<file path="src/rtl/tmr_pkg.sv">
package tmr_pkg;

    typedef enum logic [1:0] {
        MODE_CMP = 2'b00,
        MODE_CAP = 2'b01,
        MODE_PWM = 2'b10,
        MODE_TMR = 2'b11
    } tmr_mode_e;

    typedef enum logic [1:0] {
        PIN_KEEP = 2'b00,
        PIN_LOW  = 2'b01,
        PIN_HIGH = 2'b10,
        PIN_FLIP = 2'b11
    } pin_act_e;

    localparam logic [1:0] ADDR_CTRL = 2'd0;
    localparam logic [1:0] ADDR_CCRA = 2'd1;
    localparam logic [1:0] ADDR_CCRP = 2'd2;

    localparam int CTL_MODE_LSB = 0;
    localparam int CTL_CLRSEL   = 2;
    localparam int CTL_SWAP     = 3;
    localparam int CTL_EN       = 4;
    localparam int CTL_ACT_LSB  = 5;
    localparam int CTL_INIT     = 7;

endpackage

</file>
<file path="src/rtl/tmr_regs.sv">
module tmr_regs
    import tmr_pkg::*;
#(
    parameter int CNT_W = 16,
    parameter int PER_W = 8
) (
    input  logic             clk,
    input  logic             rst_n,
    input  logic             wr_en,
    input  logic [1:0]       wr_addr,
    input  logic [CNT_W-1:0] wr_data,
    output tmr_mode_e        mode,
    output logic             clr_sel,
    output logic             swap,
    output logic             en,
    output pin_act_e         act,
    output logic             init_lvl,
    output logic [CNT_W-1:0] ccra,
    output logic [PER_W-1:0] ccrp
);

    typedef struct packed {
        tmr_mode_e        mode;
        logic             clr_sel;
        logic             swap;
        logic             en;
        pin_act_e         act;
        logic             init_lvl;
        logic [CNT_W-1:0] ccra;
        logic [PER_W-1:0] ccrp;
    } regs_t;

    regs_t r_d, r_q;

    always_comb begin
        r_d = r_q;
        if (wr_en) begin
            case (wr_addr)
                ADDR_CTRL: begin
                    r_d.mode     = tmr_mode_e'(wr_data[CTL_MODE_LSB +: 2]);
                    r_d.clr_sel  = wr_data[CTL_CLRSEL];
                    r_d.swap     = wr_data[CTL_SWAP];
                    r_d.en       = wr_data[CTL_EN];
                    r_d.act      = pin_act_e'(wr_data[CTL_ACT_LSB +: 2]);
                    r_d.init_lvl = wr_data[CTL_INIT];
                end
                ADDR_CCRA: r_d.ccra = wr_data;
                ADDR_CCRP: r_d.ccrp = wr_data[PER_W-1:0];
                default: ;
            endcase
        end
    end

    always_ff @(posedge clk or negedge rst_n) begin
        if (!rst_n) r_q <= '0;
        else        r_q <= r_d;
    end

    assign mode     = r_q.mode;
    assign clr_sel  = r_q.clr_sel;
    assign swap     = r_q.swap;
    assign en       = r_q.en;
    assign act      = r_q.act;
    assign init_lvl = r_q.init_lvl;
    assign ccra     = r_q.ccra;
    assign ccrp     = r_q.ccrp;

    // a P-value write keeps only the low data bits
    assert_ccrp_write_R13: assert property (@(posedge clk) disable iff (!rst_n)
        (wr_en && wr_addr == ADDR_CCRP) |=> (ccrp == $past(wr_data[PER_W-1:0])));

    // an A-value write lands whole
    assert_ccra_write_R13: assert property (@(posedge clk) disable iff (!rst_n)
        (wr_en && wr_addr == ADDR_CCRA) |=> (ccra == $past(wr_data)));

endmodule

</file>
<file path="src/rtl/tmr_core.sv">
module tmr_core
    import tmr_pkg::*;
#(
    parameter int CNT_W = 16,
    parameter int PER_W = 8
) (
    input  logic             clk,
    input  logic             rst_n,
    input  logic             tick,
    input  tmr_mode_e        mode,
    input  logic             clr_sel,
    input  logic             en,
    input  logic [CNT_W-1:0] ccra,
    input  logic [PER_W-1:0] ccrp,
    input  logic             flag_clr_a,
    input  logic             flag_clr_p,
    output logic [CNT_W-1:0] count,
    output logic             flag_a,
    output logic             flag_p,
    output logic             a_hit
);

    localparam int LOW_W = CNT_W - PER_W;
    localparam logic [CNT_W-1:0] ONE = {{(CNT_W-1){1'b0}}, 1'b1};

    typedef struct packed {
        logic [CNT_W-1:0] cnt;
        logic             fa;
        logic             fp;
    } core_t;

    core_t c_d, c_q;

    logic             run;
    logic             step;
    logic [CNT_W-1:0] raw;
    logic             a_match;
    logic             p_match;
    logic             clr_now;

    always_comb begin
        run     = en && (mode == MODE_CMP || mode == MODE_TMR);
        step    = run && tick;
        raw     = c_q.cnt + ONE;
        a_match = step && (ccra != '0) && (raw == ccra);
        p_match = step && (raw == {ccrp, {LOW_W{1'b0}}});
        clr_now = clr_sel ? a_match : p_match;

        c_d = c_q;
        if (!run)      c_d.cnt = '0;
        else if (step) c_d.cnt = clr_now ? '0 : raw;

        if (flag_clr_a)            c_d.fa = 1'b0;
        if (a_match)               c_d.fa = 1'b1;
        if (flag_clr_p)            c_d.fp = 1'b0;
        if (p_match && !clr_sel)   c_d.fp = 1'b1;
    end

    always_ff @(posedge clk or negedge rst_n) begin
        if (!rst_n) c_q <= '0;
        else        c_q <= c_d;
    end

    assign count  = c_q.cnt;
    assign flag_a = c_q.fa;
    assign flag_p = c_q.fp;
    assign a_hit  = a_match;

    assert_hold_zero_R2: assert property (@(posedge clk) disable iff (!rst_n)
        !en |=> (count == '0));

    assert_idle_mode_R3: assert property (@(posedge clk) disable iff (!rst_n)
        (mode == MODE_CAP || mode == MODE_PWM) |=> (count == '0 && !$rose(flag_a) && !$rose(flag_p)));

    assert_stall_R3: assert property (@(posedge clk) disable iff (!rst_n)
        (run && !tick) |=> $stable(count));

    assert_pwrap_R4: assert property (@(posedge clk) disable iff (!rst_n)
        (step && !clr_sel && count == {ccrp, {LOW_W{1'b0}}} - ONE) |=> (count == '0 && flag_p));

    assert_no_pflag_R6: assert property (@(posedge clk) disable iff (!rst_n)
        clr_sel |=> !$rose(flag_p));

    assert_ccra_zero_R8: assert property (@(posedge clk) disable iff (!rst_n)
        (ccra == '0) |=> !$rose(flag_a));

endmodule

</file>
<file path="src/rtl/tmr_pin.sv">
module tmr_pin
    import tmr_pkg::*;
(
    input  logic      clk,
    input  logic      rst_n,
    input  logic      en,
    input  tmr_mode_e mode,
    input  pin_act_e  act,
    input  logic      init_lvl,
    input  logic      a_hit,
    output logic      pin
);

    typedef struct packed {
        logic lvl;
    } pin_t;

    pin_t p_d, p_q;

    always_comb begin
        p_d = p_q;
        if (!en) begin
            p_d.lvl = init_lvl;
        end else if (mode == MODE_CMP && a_hit) begin
            case (act)
                PIN_LOW:  p_d.lvl = 1'b0;
                PIN_HIGH: p_d.lvl = 1'b1;
                PIN_FLIP: p_d.lvl = ~p_q.lvl;
                default:  p_d.lvl = p_q.lvl;
            endcase
        end
    end

    always_ff @(posedge clk or negedge rst_n) begin
        if (!rst_n) p_q <= '0;
        else        p_q <= p_d;
    end

    assign pin = p_q.lvl;

    assert_pin_init_R2: assert property (@(posedge clk) disable iff (!rst_n)
        !en |=> (pin == $past(init_lvl)));

    assert_tmr_mode_pin_R11: assert property (@(posedge clk) disable iff (!rst_n)
        (en && mode == MODE_TMR) |=> $stable(pin));

endmodule

</file>
<file path="src/rtl/dual_cmp_timer.sv">
module dual_cmp_timer
    import tmr_pkg::*;
#(
    parameter int CNT_W = 16,
    parameter int PER_W = 8
) (
    input  logic             clk,
    input  logic             rst_n,
    input  logic             tick_i,
    input  logic             wr_en_i,
    input  logic [1:0]       wr_addr_i,
    input  logic [CNT_W-1:0] wr_data_i,
    input  logic             flag_clr_a_i,
    input  logic             flag_clr_p_i,
    output logic [CNT_W-1:0] count_o,
    output logic             flag_a_o,
    output logic             flag_p_o,
    output logic             cmp_pin_o,
    output logic             roles_swap_o
);

    tmr_mode_e        mode;
    logic             clr_sel;
    logic             en;
    pin_act_e         act;
    logic             init_lvl;
    logic [CNT_W-1:0] ccra;
    logic [PER_W-1:0] ccrp;
    logic             a_hit;

    tmr_regs #(.CNT_W(CNT_W), .PER_W(PER_W)) u_regs (
        .clk      (clk),
        .rst_n    (rst_n),
        .wr_en    (wr_en_i),
        .wr_addr  (wr_addr_i),
        .wr_data  (wr_data_i),
        .mode     (mode),
        .clr_sel  (clr_sel),
        .swap     (roles_swap_o),
        .en       (en),
        .act      (act),
        .init_lvl (init_lvl),
        .ccra     (ccra),
        .ccrp     (ccrp)
    );

    tmr_core #(.CNT_W(CNT_W), .PER_W(PER_W)) u_core (
        .clk        (clk),
        .rst_n      (rst_n),
        .tick       (tick_i),
        .mode       (mode),
        .clr_sel    (clr_sel),
        .en         (en),
        .ccra       (ccra),
        .ccrp       (ccrp),
        .flag_clr_a (flag_clr_a_i),
        .flag_clr_p (flag_clr_p_i),
        .count      (count_o),
        .flag_a     (flag_a_o),
        .flag_p     (flag_p_o),
        .a_hit      (a_hit)
    );

    tmr_pin u_pin (
        .clk      (clk),
        .rst_n    (rst_n),
        .en       (en),
        .mode     (mode),
        .act      (act),
        .init_lvl (init_lvl),
        .a_hit    (a_hit),
        .pin      (cmp_pin_o)
    );

endmodule

</file>
<file path="config.mk">
export PLATFORM = sky130hd
export DESIGN_NAME = dual_cmp_timer
export DESIGN_NICKNAME = d
export VERILOG_FILES = /design/src/rtl/tmr_pkg.sv /design/src/rtl/tmr_regs.sv /design/src/rtl/tmr_core.sv /design/src/rtl/tmr_pin.sv /design/src/rtl/dual_cmp_timer.sv
export SDC_FILE = /design/constraint.sdc
export NUM_CORES = 1
export LEC_CHECK = 0
export BUFFER_PORTS_ARGS = -buffer_cell sky130_fd_sc_hd__buf_2
export CELL_PAD_IN_SITES_DETAIL_PLACEMENT = 0
export CELL_PAD_IN_SITES_GLOBAL_PLACEMENT = 1
export CORE_MARGIN = 2
export CORE_UTILIZATION = 45
export DETAILED_ROUTE_END_ITERATION = 16
export GPL_TIMING_DRIVEN = 0
export PLACE_DENSITY_LB_ADDON = 0.1
export SLEW_MARGIN = 5
export SYNTH_ARGS = -nofsm -noshare
export SYNTH_HDL_FRONTEND = slang
export SYNTH_SLANG_ARGS = --single-unit
</file>
<file path="constraint.sdc">
create_clock -name clk -period 3.95 [get_ports clk]
set_clock_uncertainty 0.05 [all_clocks]
set_input_delay 0.5925 -clock clk [delete_from_list [all_inputs] [get_ports clk]]
set_output_delay 0.5925 -clock clk [all_outputs]
set_load 0.02 [all_outputs]
</file>
# [Word-level counts from Yosys, hierarchy flattened]
# Index checks and enable logic that the tools add are counted.
# W data, S select, Z words.
[totals] ff_bits=51 inputBits=24 output_inout_bits=20 elab_cells=54
[op_classes] addsub=1 n_eq_ne=11 n_mux=11 bitwise_logic=1 reduce_logical=18
[ops] cell="$mux W16" n=3
[ops] cell="$eq A16 B16 Y1" n=2
[ops] cell="$add A16 B1 Y16 const B" n=1
[ops] cell="$reduce_bool A16 Y1" n=1
[ops] cell="$eq A2 B2 Y1 const B" n=4
[ops] cell="$reduce_and A2 Y1" n=4
[ops] cell="$logic_and A1 B1 Y1" n=7
[ops] cell="$mux W1" n=7
[ops] cell="$eq A2 B1 Y1 const B" n=2
[ops] cell="$logic_not A2 Y1" n=2
[ops] cell="$ne A4 B1 Y1 const B" n=1
[ops] cell="$reduce_bool A2 Y1" n=2
[ops] cell="$pmux W1 S3" n=1
[ops] cell="$ne A2 B1 Y1 const B" n=1
[ops] cell="$ne A2 B2 Y1 const B" n=1
[ops] cell="$logic_not A1 Y1" n=1
[ops] cell="$logic_or A1 B1 Y1" n=1
[ops] cell="$not A1 Y1" n=1

# [Longest topological paths before layout]
[logic_depth] ltp_word=10 ltp_mapped=12 mapped_depth_nobuf=10

# [Cells and area by module]
# Synthesis repeated with hierarchy kept, for this count alone.
[unflattened] hier_cells=350 area_unflattened_um2=3390.8
[by_module_without_submodules] module="tmr_core" instances=1 cells_each=276 area_each_um2=2109.5
[by_module_without_submodules] module="tmr_regs" instances=1 cells_each=68 area_each_um2=1222.4
[by_module_without_submodules] module="tmr_pin" instances=1 cells_each=6 area_each_um2=58.8

# [Worst setup path before layout]
# OpenSTA, ideal clock, no wires.
[synth_timing] path_kind="register to register" from="register u_core.c_q, in the netlist u_core.count[1]" to="register u_core.c_q, in the netlist u_core.count[5]" setup_ns=0.126 arrival_time_ns=2.959 required_time_ns=3.774 setup_slack_ns=0.815 path_stages_with_launch=13 n_path_buf=3 synth_period_minus_slack_ns=3.135 path_cell_list="dfrtp_1 -> ha_1 -> buf_2 -> and3_1 -> clkbuf_1 -> nand3_1 -> a311oi_1 -> nand4_1 -> or4_1 -> nand2_1 -> buf_2 -> nor2_1 -> a221o_1"
[synth_between] elab_chain_cells=7
[synth_lines] item="start: declaration" line="tmr_core.sv:32" rtl="core_t c_d, c_q;"
[synth_lines] item="start signal: assignment" line="tmr_core.sv:60" rtl="if (!rst_n) c_q <= '0;"
[synth_lines] item="start signal: assignment" line="tmr_core.sv:61" rtl="else c_q <= c_d;"
[synth_lines] item="$add A16 B1 Y16 *" line="tmr_core.sv:44" rtl="raw = c_q.cnt + ONE;"
[synth_lines] item="$eq A16 B16 Y1, on equally long branches" line="tmr_core.sv:46, tmr_core.sv:45"
[synth_lines] item="$logic_and A1 B1 Y1, on equally long branches" line="tmr_core.sv:46, tmr_core.sv:45"
[synth_lines] item="$mux W1" line="tmr_core.sv:47" rtl="clr_now = clr_sel ? a_match : p_match;"
[synth_lines] item="$mux W16 * (2 in a row)" line="tmr_core.sv:51" rtl="else if (step) c_d.cnt = clr_now ? '0 : raw;"
[synth_lines] item="$mux W16 *" line="tmr_core.sv:50" rtl="if (!run) c_d.cnt = '0;"
# Every way passes the cells marked *; elsewhere a longest branch is shown, timed or not. The select of a mux whose other input is x is not followed.
# A chain may end at the register's enable or synchronous reset.

# [Worst setup path in the final report]
[layout_timing] from="register u_core.c_q, in the netlist u_core.count[0]" to="register u_core.c_q, in the netlist u_core.count[5]"
# The elaborated chain is that of the path after synthesis.

==> results.sh <==
export IMPL_status="completed"
export IMPL_busiest_layer="met2"
export IMPL_gr_usage_all_layers_pct=22.67
export IMPL_hold_buffers=0
export IMPL_num_rows=30
export IMPL_h_tree_depth=2
export IMPL_cts_buffers=5
export IMPL_die_area_um2=7835
export IMPL_die_height_um=88.52
export IMPL_drcViolationCount=0
export IMPL_cp_start_kind="flop"
export IMPL_synth_top_flop_cell="dfrtp_1"
export IMPL_netlist_cell_type_count=56
export IMPL_grt_pass1_wl_mm=13.48
export IMPL_fin_crit_ns=3.714
export IMPL_n_fill_cell=642
export IMPL_setup_violations=0
export IMPL_final_cell_mix="57 x buf_2, 51 x dfrtp_1, 29 x mux2_2, 20 x xnor2_1, 15 x nand2_1"
export IMPL_wl_per_cell_um=18.06
export IMPL_cts_tree="built"
export IMPL_start_util_pct=46.79
export IMPL_synth_top_cell_area_share_pct=39.70
export IMPL_core_area_um2=6869
export IMPL_fin_crit_sh_pct=94.03
export IMPL_grt_pass1_vias=2501
export IMPL_rsz0062_at_grt="false"
export IMPL_syn_area_um2=3214
export IMPL_worst_setup_path_end_kind="flop"
export IMPL_use_met3_pct=3.172
export IMPL_max_freq_ghz=0.2693
export IMPL_p_per_area_nw_per_um2=348.0
export IMPL_tns_ns=0
export IMPL_yosysTopAreaCell="dfrtp_1"
export IMPL_ctsResizeCount=0
export IMPL_synth_cells=316
export IMPL_hpwl_mm=6.294
export IMPL_yosysWarnings=0
export IMPL_avgViaCountPerCell=5.825
export IMPL_worst_pin_slew_ns=1.281
export IMPL_wirelength_mm=8.381
export IMPL_insertion_delay_ns=0.31
export IMPL_cp_arrival_ns=3.86
export IMPL_cts_sinks=51
export IMPL_grt_overflow=0
export IMPL_synth_edff_count=0
export IMPL_synth_fp_nets=345
export IMPL_cp_required_ns=4.10
export IMPL_cts_buffer_depth=2
export IMPL_synthTopCellsByArea="dfrtp_1 40%, mux2_2 10%, xnor2_1 5.4%, xor2_1 3.0%, o31ai_1 2.6%"
export IMPL_total_power_w=0.001273
export IMPL_antenna_cells=0
export IMPL_async_flop_share_pct=100.0
export IMPL_cp_max_fo=10
export IMPL_mostFrequentLayoutCell="buf_2"
export IMPL_met2_usage_pct=34.65
export IMPL_avgSynthCellArea_um2=10.17
export IMPL_grt_max_degree=52
export IMPL_clkTransAtPathRegs_ns=0.10
export IMPL_grtUsageMet1_pct=33.57
export IMPL_ys_ff_latch=51
export IMPL_hold_violations=0
export IMPL_drtIter0Drc=175
export IMPL_antenna_found_initial=0
export IMPL_crit_type="flop to flop"
export IMPL_area_growth_pct=13.82
export IMPL_antenna_left=0
export IMPL_drv_slew=0
export IMPL_max_slew_margin_pct=14.40
export IMPL_ys_seq_area_share_pct=39.70
export IMPL_io_buffers=43
export IMPL_ir_drop_uv=189.1
export IMPL_place_congestion=0.9214
export IMPL_hold_path_class="input pin to async pin"
export IMPL_maxCapViolCount=0
export IMPL_root_buffer="clkbuf_8"
export IMPL_postCtsSetupRepairBufs=0
export IMPL_fin_nets=396
export IMPL_die_w_um=88.52
export IMPL_drt_pass1_iter_count=4
export IMPL_leakagePower_nw=1.645
export IMPL_routed_via_count=2703
export IMPL_post_route_cells_drive_above_1_share_pct=29.62
export IMPL_ioPinCount=44
[synthesized netlist by cell type (2+ instances only)]
| cell | instances |
|---|---|
| and2_1 | 2 |
| buf_4 | 3 |
| nand2_1 | 15 |
| nor3b_1 | 3 |
| a21oi_1 | 4 |
| o31ai_1 | 11 |
| nand4_1 | 7 |
| o211ai_1 | 2 |
| nor4_1 | 10 |
| nor3_1 | 10 |
| nand3_1 | 11 |
| o21ai_0 | 13 |
| ha_1 | 5 |
| nor2b_1 | 2 |
| a21o_1 | 6 |
| nor4b_1 | 2 |
| a31oi_1 | 2 |
| or3_1 | 3 |
| xor2_1 | 11 |
| inv_1 | 10 |
| xnor2_1 | 20 |
| mux2_2 | 29 |
| buf_2 | 14 |
| nand3_4 | 2 |
| or2_2 | 3 |
| a21boi_0 | 2 |
| and4_1 | 5 |
| o2111ai_1 | 5 |
| nor2_1 | 12 |
| and3_1 | 3 |
| dfrtp_1 | 51 |
| nand3b_1 | 5 |
| clkbuf_1 | 5 |
| a22o_1 | 6 |
[logic make-up after synthesis]
kind of cell	after synthesis	synth area share (%)
xor gates and xnor gates	32	9.147
AOI/OAI and AO/OA	61	13.55
DFF	51	39.70
muxes	30	10.47
and+or+nand+nor	104	20.40
adders and majority gates	5	1.946
buffers and inverters	33	4.788
[critical path: stages, from the launching register on]
cell     delay, ns
dfrtp_1       0.41
buf_2         0.22
nand4_2       0.31
nor4_1        0.72
xnor2_1       0.19
nand4_1       0.12
or4_1         0.60
nand2_1       0.11
buf_2         0.25
nor2_1        0.22
a221o_1       0.40
[final timing paths]
check,startpoint,end,slack (ns),depth (start not counted)
worst max-delay path,u_core.count[0],u_core.count[5],0.24,10
worst min-delay path,rst_n,u_core.count[7],0.14,1
min in group clk,flag_clr_p_i,u_core.flag_p,0.42,2
worst max register to register,u_core.count[0],u_core.count[5],0.24,10
max in group asynchronous,rst_n,u_regs.ccra[0],3.17,2
worst min register to register,u_regs.swap,u_regs.swap,0.47,1
[per-stage QoR]
stage          instance area [um2]  cells  utilization, %  setup WS (ns)  hold WS [ns]
2_1_floorplan                 3214    316               -         0.8150        0.2469
3_5_place_dp                  3550    455           51.68         0.2913        0.4460
4_1_cts                       3638    463           52.97         0.2870        0.4205
6_report                      3659    464           53.26         0.2360        0.1428
5_1_grt                       3659    464           53.26        0.08430        0.1612
3_3_place_gp                  3550    455           51.68         0.2677        0.4389
[area by class of cell]
| cell class | count | area [um2] | share of cell area (%) |
|---|---|---|---|
| clock inverters | 2 | 16.27 | 0.4446 |
| inverters | 10 | 37.54 | 1.026 |
| plain buffers | 23 | 116.4 | 3.181 |
| repair buffers | 44 | 235.2 | 6.430 |
| multi-input cells | 232 | 1784 | 48.77 |
| clock buffers | 6 | 72.57 | 1.984 |
| flip-flops and latches | 51 | 1276 | 34.88 |
| well taps | 96 | 120.1 | 3.283 |
[state kept, by name, indices dropped and copies added (netlist names)]
| signal | count |
|---|---|
| u_regs.act | 2 |
| u_regs.swap | 1 |
| u_core.count | 16 |
| u_regs.en | 1 |
| u_pin.pin | 1 |
| u_regs.ccrp | 8 |
| u_regs.mode | 2 |
| u_core.flag_p | 1 |
| u_regs.init_lvl | 1 |
| u_core.flag_a | 1 |
| u_regs.ccra | 16 |
| u_regs.clr_sel | 1 |
[metal layers]
| metal | vias up | wire length [um] |
|---|---|---|
| li1 | 1271 | - |
| met1 | 1329 | 3970 |
| met2 | 86 | 3825 |
| met3 | 17 | 421 |
| met4 | 0 | 163 |
| met5 | - | 0 |
[power by group]
part           total (W)  internal, W  switching (W)
Clock           0.000315     0.000128       0.000187
Combinational   0.000298     0.000148       0.000149
Sequential      0.000661     0.000589      0.0000719
Total            0.00127     0.000865       0.000409
Power figures use the tool's default switching activity.
